`config.mk`:
```
export PLATFORM = sky130hd
export DESIGN_NAME = wdt_two_stage
export DESIGN_NICKNAME = d
export VERILOG_FILES = /design/src/rtl/wdt_two_stage.sv
export SDC_FILE = /design/constraint.sdc
export NUM_CORES = 1
export LEC_CHECK = 0
export ABC_CLOCK_PERIOD_IN_PS = 3750
export BUFFER_PORTS_ARGS = -buffer_cell sky130_fd_sc_hd__buf_4
export CAP_MARGIN = 20
export CORE_MARGIN = 2
export CORE_UTILIZATION = 49
export DETAILED_ROUTE_END_ITERATION = 10
export PLACE_DENSITY = 0.76
export SLEW_MARGIN = 5
export SYNTH_ARGS = -nofsm -noshare
export SYNTH_HDL_FRONTEND = slang
export SYNTH_SLANG_ARGS = --single-unit
```
`constraint.sdc`:
```
create_clock -name clk -period 3.75 [get_ports clk]
set_input_delay 0.5625 -clock clk [delete_from_list [all_inputs] [get_ports clk]]
set_output_delay 0.5625 -clock clk [all_outputs]
set_load 0.01 [all_outputs]
```
`src/rtl/wdt_two_stage.sv`:
```
module wdt_two_stage #(
  parameter int CNT_W    = 20,
  parameter int DIV_SLOW = 15,
  parameter int DIV_FAST = 5
) (
  input  logic        clk,
  input  logic        por_n,
  input  logic        sys_rst_n,
  input  logic        bus_we,
  input  logic [3:0]  bus_addr,
  input  logic [31:0] bus_wdata,
  input  logic [3:0]  bus_be,
  output logic [31:0] bus_rdata,
  input  logic        cfg_we,
  input  logic [15:0] cfg_wdata,
  output logic [15:0] cfg_rdata,
  input  logic        ctl_we,
  input  logic [7:0]  ctl_wdata,
  output logic [7:0]  ctl_rdata,
  output logic        irq,
  output logic        wdt_rst
);

  localparam int PS_W = DIV_SLOW;
  localparam logic [PS_W-1:0] LIM_SLOW = PS_W'((64'd1 << DIV_SLOW) - 1);
  localparam logic [PS_W-1:0] LIM_FAST = PS_W'((64'd1 << DIV_FAST) - 1);
  localparam logic [CNT_W-1:0] ONE = CNT_W'(1);
  localparam logic [1:0] SQ_IDLE = 2'd0, SQ_HALF = 2'd1, SQ_OPEN = 2'd2;
  localparam logic [1:0] ST_ONE = 2'd0, ST_TWO = 2'd1, ST_DONE = 2'd2;

  logic             all_rst_n;
  logic [1:0]       seq, seq_n;
  logic [CNT_W-1:0] pre1, pre2, cnt;
  logic [1:0]       stg;
  logic [PS_W-1:0]  ps;
  logic [15:0]      cfg;
  logic [7:0]       ctl;
  logic             ists, rst_q, flag;

  assign all_rst_n = sys_rst_n & por_n;

  function automatic logic [31:0] lane_mix(input logic [31:0] old, input logic [31:0] nw,
                                           input logic [3:0] be);
    for (int b = 0; b < 4; b++)
      lane_mix[8*b +: 8] = be[b] ? nw[8*b +: 8] : old[8*b +: 8];
  endfunction

  logic wr_pre1, wr_pre2, wr_ists, wr_rld, key1, key2, open, consume;
  assign wr_pre1 = bus_we && bus_addr == 4'h0;
  assign wr_pre2 = bus_we && bus_addr == 4'h4;
  assign wr_ists = bus_we && bus_addr == 4'h8;
  assign wr_rld  = bus_we && bus_addr == 4'hC;
  assign key1    = wr_rld && bus_be[1:0] == 2'b11 && bus_wdata[15:0] == 16'h0080;
  assign key2    = wr_rld && bus_be[1:0] == 2'b11 && bus_wdata[15:0] == 16'h0086;
  assign open    = seq == SQ_OPEN;
  assign consume = open && (wr_pre1 || wr_pre2 || wr_rld);

  logic do_reload, do_fclr;
  assign do_reload = open && wr_rld && bus_be[1] && bus_wdata[8];
  assign do_fclr   = open && wr_rld && bus_be[1] && bus_wdata[9];

  always_comb begin
    seq_n = seq;
    if (open) begin
      if (consume) seq_n = SQ_IDLE;
    end else if (wr_rld) begin
      if (seq == SQ_IDLE && key1)      seq_n = SQ_HALF;
      else if (seq == SQ_HALF && key2) seq_n = SQ_OPEN;
      else                             seq_n = SQ_IDLE;
    end
  end

  logic [31:0] mix1, mix2;
  assign mix1 = lane_mix(32'(pre1), bus_wdata, bus_be);
  assign mix2 = lane_mix(32'(pre2), bus_wdata, bus_be);

  logic run, tick, expire1, expire2;
  logic [CNT_W-1:0] pre1_eff, pre2_eff;
  assign run      = ctl[1] && !ctl[2];
  assign tick     = run && ps == (cfg[2] ? LIM_FAST : LIM_SLOW);
  assign expire1  = tick && !do_reload && stg == ST_ONE && cnt <= ONE;
  assign expire2  = tick && !do_reload && stg == ST_TWO && cnt <= ONE;
  assign pre1_eff = (pre1 == '0) ? ONE : pre1;
  assign pre2_eff = (pre2 == '0) ? ONE : pre2;

  always_ff @(posedge clk or negedge all_rst_n) begin
    if (!all_rst_n) begin
      seq   <= SQ_IDLE;
      pre1  <= '0;
      pre2  <= '0;
      cnt   <= ONE;
      stg   <= ST_ONE;
      ps    <= '0;
      cfg   <= 16'h0003;
      ctl   <= '0;
      ists  <= 1'b0;
      rst_q <= 1'b0;
    end else begin
      seq <= seq_n;
      if (open && wr_pre1) pre1 <= mix1[CNT_W-1:0];
      if (open && wr_pre2) pre2 <= mix2[CNT_W-1:0];
      if (cfg_we) cfg <= cfg_wdata;
      if (ctl_we) begin
        if (ctl[0]) ctl <= {ctl_wdata[7:3], ctl[2], ctl[1] | ctl_wdata[1], 1'b1};
        else        ctl <= ctl_wdata;
      end
      if (do_reload || !run || tick) ps <= '0;
      else                           ps <= ps + 1'b1;
      if (do_reload) begin
        stg <= ST_ONE;
        cnt <= pre1_eff;
      end else if (tick && stg != ST_DONE) begin
        if (cnt > ONE)           cnt <= cnt - 1'b1;
        else if (stg == ST_ONE) begin
          stg <= ST_TWO;
          cnt <= pre2_eff;
        end else                 stg <= ST_DONE;
      end
      if (expire1 && cfg[1:0] != 2'b11)              ists <= 1'b1;
      else if (wr_ists && bus_be[0] && bus_wdata[0]) ists <= 1'b0;
      if (expire2 && !cfg[5]) rst_q <= 1'b1;
    end
  end

  always_ff @(posedge clk or negedge por_n) begin
    if (!por_n)        flag <= 1'b0;
    else if (expire2)  flag <= 1'b1;
    else if (do_fclr)  flag <= 1'b0;
  end

  always_comb begin
    case (bus_addr)
      4'h0:    bus_rdata = 32'(pre1);
      4'h4:    bus_rdata = 32'(pre2);
      4'h8:    bus_rdata = {31'b0, ists};
      4'hC:    bus_rdata = {22'b0, flag, 9'b0};
      default: bus_rdata = '0;
    endcase
  end

  assign cfg_rdata = cfg;
  assign ctl_rdata = ctl;
  assign irq       = ists;
  assign wdt_rst   = rst_q;

  a_r3_no_key_no_write: assert property (@(posedge clk) disable iff (!all_rst_n)
    (wr_pre1 && seq != SQ_OPEN) |=> $stable(pre1));

  a_r2_relock: assert property (@(posedge clk) disable iff (!all_rst_n)
    (seq == SQ_OPEN && (wr_pre1 || wr_pre2 || wr_rld)) |=> seq == SQ_IDLE);

  a_r12_lock_stays: assert property (@(posedge clk) disable iff (!all_rst_n)
    ctl[0] |=> (ctl[0] && $stable(ctl[2])));

  a_r12_enable_stays: assert property (@(posedge clk) disable iff (!all_rst_n)
    (ctl[0] && ctl[1]) |=> ctl[1]);

  a_r6_quiet_type: assert property (@(posedge clk) disable iff (!all_rst_n)
    (cfg[1:0] == 2'b11 && !ists) |=> !ists);

  a_r7_rst_with_flag: assert property (@(posedge clk) disable iff (!all_rst_n)
    $rose(wdt_rst) |-> flag);

  a_r11_frozen: assert property (@(posedge clk) disable iff (!all_rst_n)
    (!run && !do_reload) |=> ($stable(cnt) && $stable(stg)));

  a_r8_flag_sticky: assert property (@(posedge clk) disable iff (!por_n)
    (flag && !do_fclr) |=> flag);

endmodule

```
Word level (Yosys, flattened, before mapping)
Cells that the tools add are included.
Word-level totals
  output and inout port bits: 58
  word-level logic and storage cells: 116
  bits in registers: 106
Operators by class
  mux-type cells: 23
  equality and inequality tests: 14
  reduce and logical (&&, ||, !) cells: 56
  bitwise operators: 3
  $lt $le $gt $ge: 2
  $add $sub $neg: 2
Operators by type and width (count)
  $mux W20: 6
  $pmux W20 S4: 1
  $logic_not A20 Y1: 2
  $eq A16 B8 Y1 const B: 2
  $mux W15: 2
  $logic_and A1 B1 Y1: 28
  $gt A20 B1 Y1 const B: 1
  $le A20 B1 Y1 const B: 1
  $mux W2: 10
  $reduce_and A2 Y1: 10
  $sub A20 B1 Y20 const B: 1
  $add A15 B1 Y15 const B: 1
  $eq A15 B15 Y1: 1
  $eq A4 B4 Y1 const B: 2
  $reduce_bool A2 Y1: 4
  $ne A2 B2 Y1 const B: 3
  $eq A2 B1 Y1 const B: 2
  $eq A2 B2 Y1 const B: 2
  $eq A4 B3 Y1 const B: 1
  $logic_not A1 Y1: 4
  $logic_not A2 Y1: 2
  $logic_not A4 Y1: 1
  $logic_or A1 B1 Y1: 4
  $mux W1: 4
  5 further kinds: 5

Logic depth before layout (Yosys ltp)
  word-level depth: 11
  gate-level depth with buffers: 9
  gate-level depth less buffers: 8

Least setup slack after synthesis
Ideal clock, no wire load.
  path kind: input to output
  start: input port bus_addr[1]
  end: output port bus_rdata[11]
  setup slack: 1.280 ns
  cell stages on the path: 5
  arrival time: 1.907 ns
  path buffers: 2
  cells stage by stage: or2_2 > clkbuf_1 > nor3b_2 > clkbuf_1 > a22o_1
Between the ends
  longest elaborated chain between the ends: 2
  elaborated cells between the ends (all ways): 5
Ends and longest elaborated chain
  from (decl): line 10  | input logic [3:0] bus_addr,
  $eq A4 B4 Y1, or another cell as far along: line 132  | case (bus_addr)
  $pmux W20 S4 *: line 132
  to (decl): line 13  | output logic [31:0] bus_rdata,
Every way passes the cells marked *; elsewhere a longest branch is shown, timed or not.

Worst setup path after layout
  start: register ps[5]
  end: register cnt[6]
Between the ends
  longest elaborated chain between the ends: 5
Ends and longest elaborated chain
  from (decl): line 35  | logic [PS_W-1:0] ps;
  from (signal assigned): line 108  | else ps <= ps + 1'b1;
  $eq A15 B15 Y1: line 80  | assign tick = run && ps == (cfg[2] ? LIM_FAST : LIM_SLOW);
  $logic_and A1 B1 Y1: line 80
  $logic_and A1 B1 Y1: line 112  | end else if (tick && stg != ST_DONE) begin
  $reduce_bool A2 Y1 (no line)
  $reduce_and A2 Y1 (no line)
  to (signal assigned): line 111  | cnt <= pre1_eff;
  to (signal assigned): line 113  | if (cnt > ONE) cnt <= cnt - 1'b1;
  to (signal assigned): line 116  | cnt <= pre2_eff;
  to (decl): line 33  | logic [CNT_W-1:0] pre1, pre2, cnt;
No other way between the ends.
A chain may end at the register's enable or synchronous reset.

==> out/results.ini <==
[cells_and_area]
layoutNonFillerInstCount=758
antenna-diode-count=0
layout.filler_cells=906
post_route_cells_drive_above_1_share=0.340
nets=686
area_growth_from_synthesis_to_final_layout_pct=19.6
final_design_area_no_fill_mm2=0.00655

[route]
dr_total_vias=4460
dr.pass1.iters=5
detail_route.wl_per_cell_um=18.4
route.detailed.vias_per_inst=5.88
postRouteWirelength_um=13900
detail-route-antenna-nets=0
drt_iter0_markers=369
number_of_drc_violations_after_detailed_routing=0

[grt]
number_of_global_route_vias_before_repair=4302
grt-ovfl-total=0
global_route.usage.total=0.244
grt_max_degree=85
grt_antenna_before_repair=0
grt_pass1_wl_um=22500

[pwr]
static-leakage-power_nw=3.05
power_per_cell_area_mw_per_mm2=327
ir_worst_vdd_v=0.000219

[critical_path]
timing.critical_path.slowest_stage_cell=sky130_fd_sc_hd__o21ai_1
worstPathMaxFanout=14
worstPathCellList=or4b_1 > a211oi_2 > o21ai_1 > o21ai_1 > buf_4 > o22ai_1 > a21oi_1
crit-reg2reg-launch=ps[5]$_DFF_PN0_
critical_path.most_common_cell=sky130_fd_sc_hd__o21ai_1
cp_slowest_stage_delay_ps=570
timing.setup.critical_path_class=register to register
reg2reg_setup_slack_ps=1080
cp-startpoint=ps[5]$_DFF_PN0_
crit_path_end_kind=register
crit_arrival_ps=2980
reg2reg_path_depth=7
reg2reg_to=cnt[6]$_DFFE_PN0P_
worst-endpoint-required_ps=4050
timing.critical_path.from_type=register

[placed_design]
pre_cts_ws_ps=1040
placement.io_buffers=102
globalplace.congestion=0.909
detailedPlacementHpwl_um=10200
placement_cell_area_mm2=0.00633
placed_cells_incl_taps=740

[sta]
final_setup_viols=0
layout_setup_ws_ps=1080
min_period_ps=2670
final.hold.worst_slack_ps=268
timing.fmax_ghz=0.374
grt_setup_unrepaired=false
finClkSkew_ps=9.59
timing.final.hold_violations=0
fin_tns_setup_ps=0
worst-slew-pin-transition_ps=647
slew-limit-headroom=0.566
timing.final.max_slew_violations=0
fin_crit_sh=0.713

[job]
drv.max_cap_violation_count=0

[hold_path]
kind_of_path_behind_the_tightest_hold_check=input pin to async pin

[synthesis]
synth_seq_cells=106
library_cell_occupying_the_most_area_in_the_post_synthesis_netlist=sky130_fd_sc_hd__dfrtp_1
synth_top_area_share=0.471
async_flop_share=1.00
synth.distinct_cells=62
post_synth_instance_area_mm2=0.00548
ys_top_cells_by_area=sky130_fd_sc_hd__dfrtp_1 47%, sky130_fd_sc_hd__mux2_2 13%, sky130_fd_sc_hd__a22o_1 2.9%
number_of_synthesized_flops_with_an_enable_pin=0
synth-main-ff-cell=sky130_fd_sc_hd__dfrtp_1
synth_seq_area_share=0.485
synth_warnings=0
postSynthCellCount=514
avgSynthCellArea_um2=10.7

[floorplanning]
die_w_um=110
floorplan.rows=38
die_outline_area_mm2=0.0120
initial_core_util=0.503
die_height_um=110
floorplan.io_pins=128
floorplan.core_area_mm2=0.0109

[clock_tree]
number_of_clock_sinks_seen_by_cts=106
htree_levels=3
cts_made_buffers=9
max-clock-path-buffers=2
tritoncts_clock_tree=yes
clock-root-buffer=sky130_fd_sc_hd__clkbuf_8
clk_pin_slew_ps=110
clock_insertion_delay_at_the_later_pin_of_the_skew_report_ps=380

[outcome]
run_status=complete, no violations

registers in the layout, indices dropped and copies added (netlist names):
signal	count
cfg_rdata	16
ps	15
wdt_rst	1
flag	1
seq	2
pre1	20
stg	2
cnt	20
irq	1
ctl_rdata	8
pre2	20
layer usage:
layer | routed length, um | global-route usage
met5 | 0 | 0
met4 | 369 | 0.0913
met3 | 933 | 0.0403
met2 | 6810 | 0.388
met1 | 5800 | 0.335
layout make-up:
| type | count | area, um2 | share of cell area |
|---|---|---|---|
| Clock buffer | 9 | 124 | 0.0189 |
| Inverter | 14 | 52.6 | 0.00802 |
| Timing Repair Buffer | 113 | 871 | 0.133 |
| Sequential cell | 106 | 2660 | 0.405 |
| Tap cell | 140 | 175 | 0.0267 |
| Multi-Input combinational cell | 369 | 2610 | 0.399 |
| Clock inverter | 7 | 61.3 | 0.00936 |
cell families (layout without fill, tap and decap cells):
family,Yosys count,after routing,share of synthesized area
AO/OA/AOI/OAI,103,103,0.125
XOR/XNOR,22,22,0.0352
adder cells (fa/ha/maj),3,3,0.00685
buffers and inverters,50,143,0.0473
flip-flops,106,106,0.485
AND/OR/NAND/NOR,161,161,0.161
other,1,12,0.000685
multiplexers,68,68,0.139
critical path: cells and delay by family (launching register included):
family	cells	cell delay (ps)
compound gates	5	1280
buf+inv	1	320
flops	1	450
simple gates	1	550
placed cells by master, fill, tap and decap left out, types with 7 or more instances in the layout:
cell,netlist,layout
sky130_fd_sc_hd__o21ai_0,16,16
sky130_fd_sc_hd__or3_1,7,7
sky130_fd_sc_hd__xor2_1,7,7
sky130_fd_sc_hd__a22o_1,18,18
sky130_fd_sc_hd__nor3_1,9,9
sky130_fd_sc_hd__nor4_1,20,19
sky130_fd_sc_hd__mux2_2,62,62
sky130_fd_sc_hd__xnor2_1,15,15
sky130_fd_sc_hd__dfrtp_1,103,103
sky130_fd_sc_hd__buf_4,14,111
sky130_fd_sc_hd__nor2_1,40,40
sky130_fd_sc_hd__a21oi_1,28,28
sky130_fd_sc_hd__clkbuf_8,0,9
sky130_fd_sc_hd__nand2_1,31,31
sky130_fd_sc_hd__inv_1,14,14
sky130_fd_sc_hd__nand3_1,9,9
sky130_fd_sc_hd__o22ai_1,9,9
sky130_fd_sc_hd__conb_1,1,12
cells in the mapped netlist (2+ instances only):
| library cell | number |
|---|---|
| sky130_fd_sc_hd__nor2_1 | 40 |
| sky130_fd_sc_hd__nand3_1 | 9 |
| sky130_fd_sc_hd__mux2_2 | 62 |
| sky130_fd_sc_hd__o21ai_1 | 2 |
| sky130_fd_sc_hd__a21oi_1 | 28 |
| sky130_fd_sc_hd__nor3_2 | 2 |
| sky130_fd_sc_hd__a21o_1 | 3 |
| sky130_fd_sc_hd__xnor2_1 | 15 |
| sky130_fd_sc_hd__a2bb2oi_1 | 2 |
| sky130_fd_sc_hd__a22o_1 | 18 |
| sky130_fd_sc_hd__nor2b_1 | 2 |
| sky130_fd_sc_hd__buf_2 | 9 |
| sky130_fd_sc_hd__clkbuf_1 | 12 |
| sky130_fd_sc_hd__dfrtp_1 | 103 |
| sky130_fd_sc_hd__inv_1 | 14 |
| sky130_fd_sc_hd__or4_1 | 5 |
| sky130_fd_sc_hd__or2_1 | 2 |
| sky130_fd_sc_hd__nand2_1 | 31 |
| sky130_fd_sc_hd__dfstp_2 | 3 |
| sky130_fd_sc_hd__mux2i_1 | 5 |
| sky130_fd_sc_hd__a31oi_1 | 4 |
| sky130_fd_sc_hd__nand2b_1 | 4 |
| sky130_fd_sc_hd__o41ai_1 | 3 |
| sky130_fd_sc_hd__nand4_1 | 4 |
| sky130_fd_sc_hd__ha_1 | 3 |
| sky130_fd_sc_hd__nor3_1 | 9 |
| sky130_fd_sc_hd__xor2_1 | 7 |
| sky130_fd_sc_hd__and2_1 | 5 |
| sky130_fd_sc_hd__and3_1 | 5 |
| sky130_fd_sc_hd__buf_4 | 14 |
| sky130_fd_sc_hd__o22ai_1 | 9 |
| sky130_fd_sc_hd__or3_1 | 7 |
| sky130_fd_sc_hd__o21a_1 | 2 |
| sky130_fd_sc_hd__o21ai_0 | 16 |
| sky130_fd_sc_hd__nor4_1 | 20 |
| sky130_fd_sc_hd__o211ai_1 | 4 |
| sky130_fd_sc_hd__o31ai_1 | 4 |
| sky130_fd_sc_hd__or2_2 | 3 |
where the power goes:
part           switching [W]  internal (W)
clock network       0.000422      0.000253
registers          0.0000328       0.00119
logic               0.000123      0.000125
total               0.000577       0.00157
timing repair:
item                      4_1_cts  5_1_grt
hold buffers                    1        0
buffers inserted                0        0
resized for setup               0        0
hold endpoints to repair        1        0
per-stage QoR:
stage                      util  power [W]
after floorplan               -    0.00137
after global placement    0.581    0.00148
after detailed placement  0.581    0.00149
after CTS                 0.599    0.00216
after global routing      0.602    0.00223
final                     0.602    0.00214
worst max path at each step:
stage                         endpoint  slack, ps
finish              cnt[6]$_DFFE_PN0P_       1080
global route        cnt[6]$_DFFE_PN0P_        870
CTS                 cnt[6]$_DFFE_PN0P_       1060
detailed placement  cnt[6]$_DFFE_PN0P_       1040
global placement    cnt[9]$_DFFE_PN0P_       1120
floorplan                bus_rdata[11]       1280
Power figures use the tool's default switching activity.
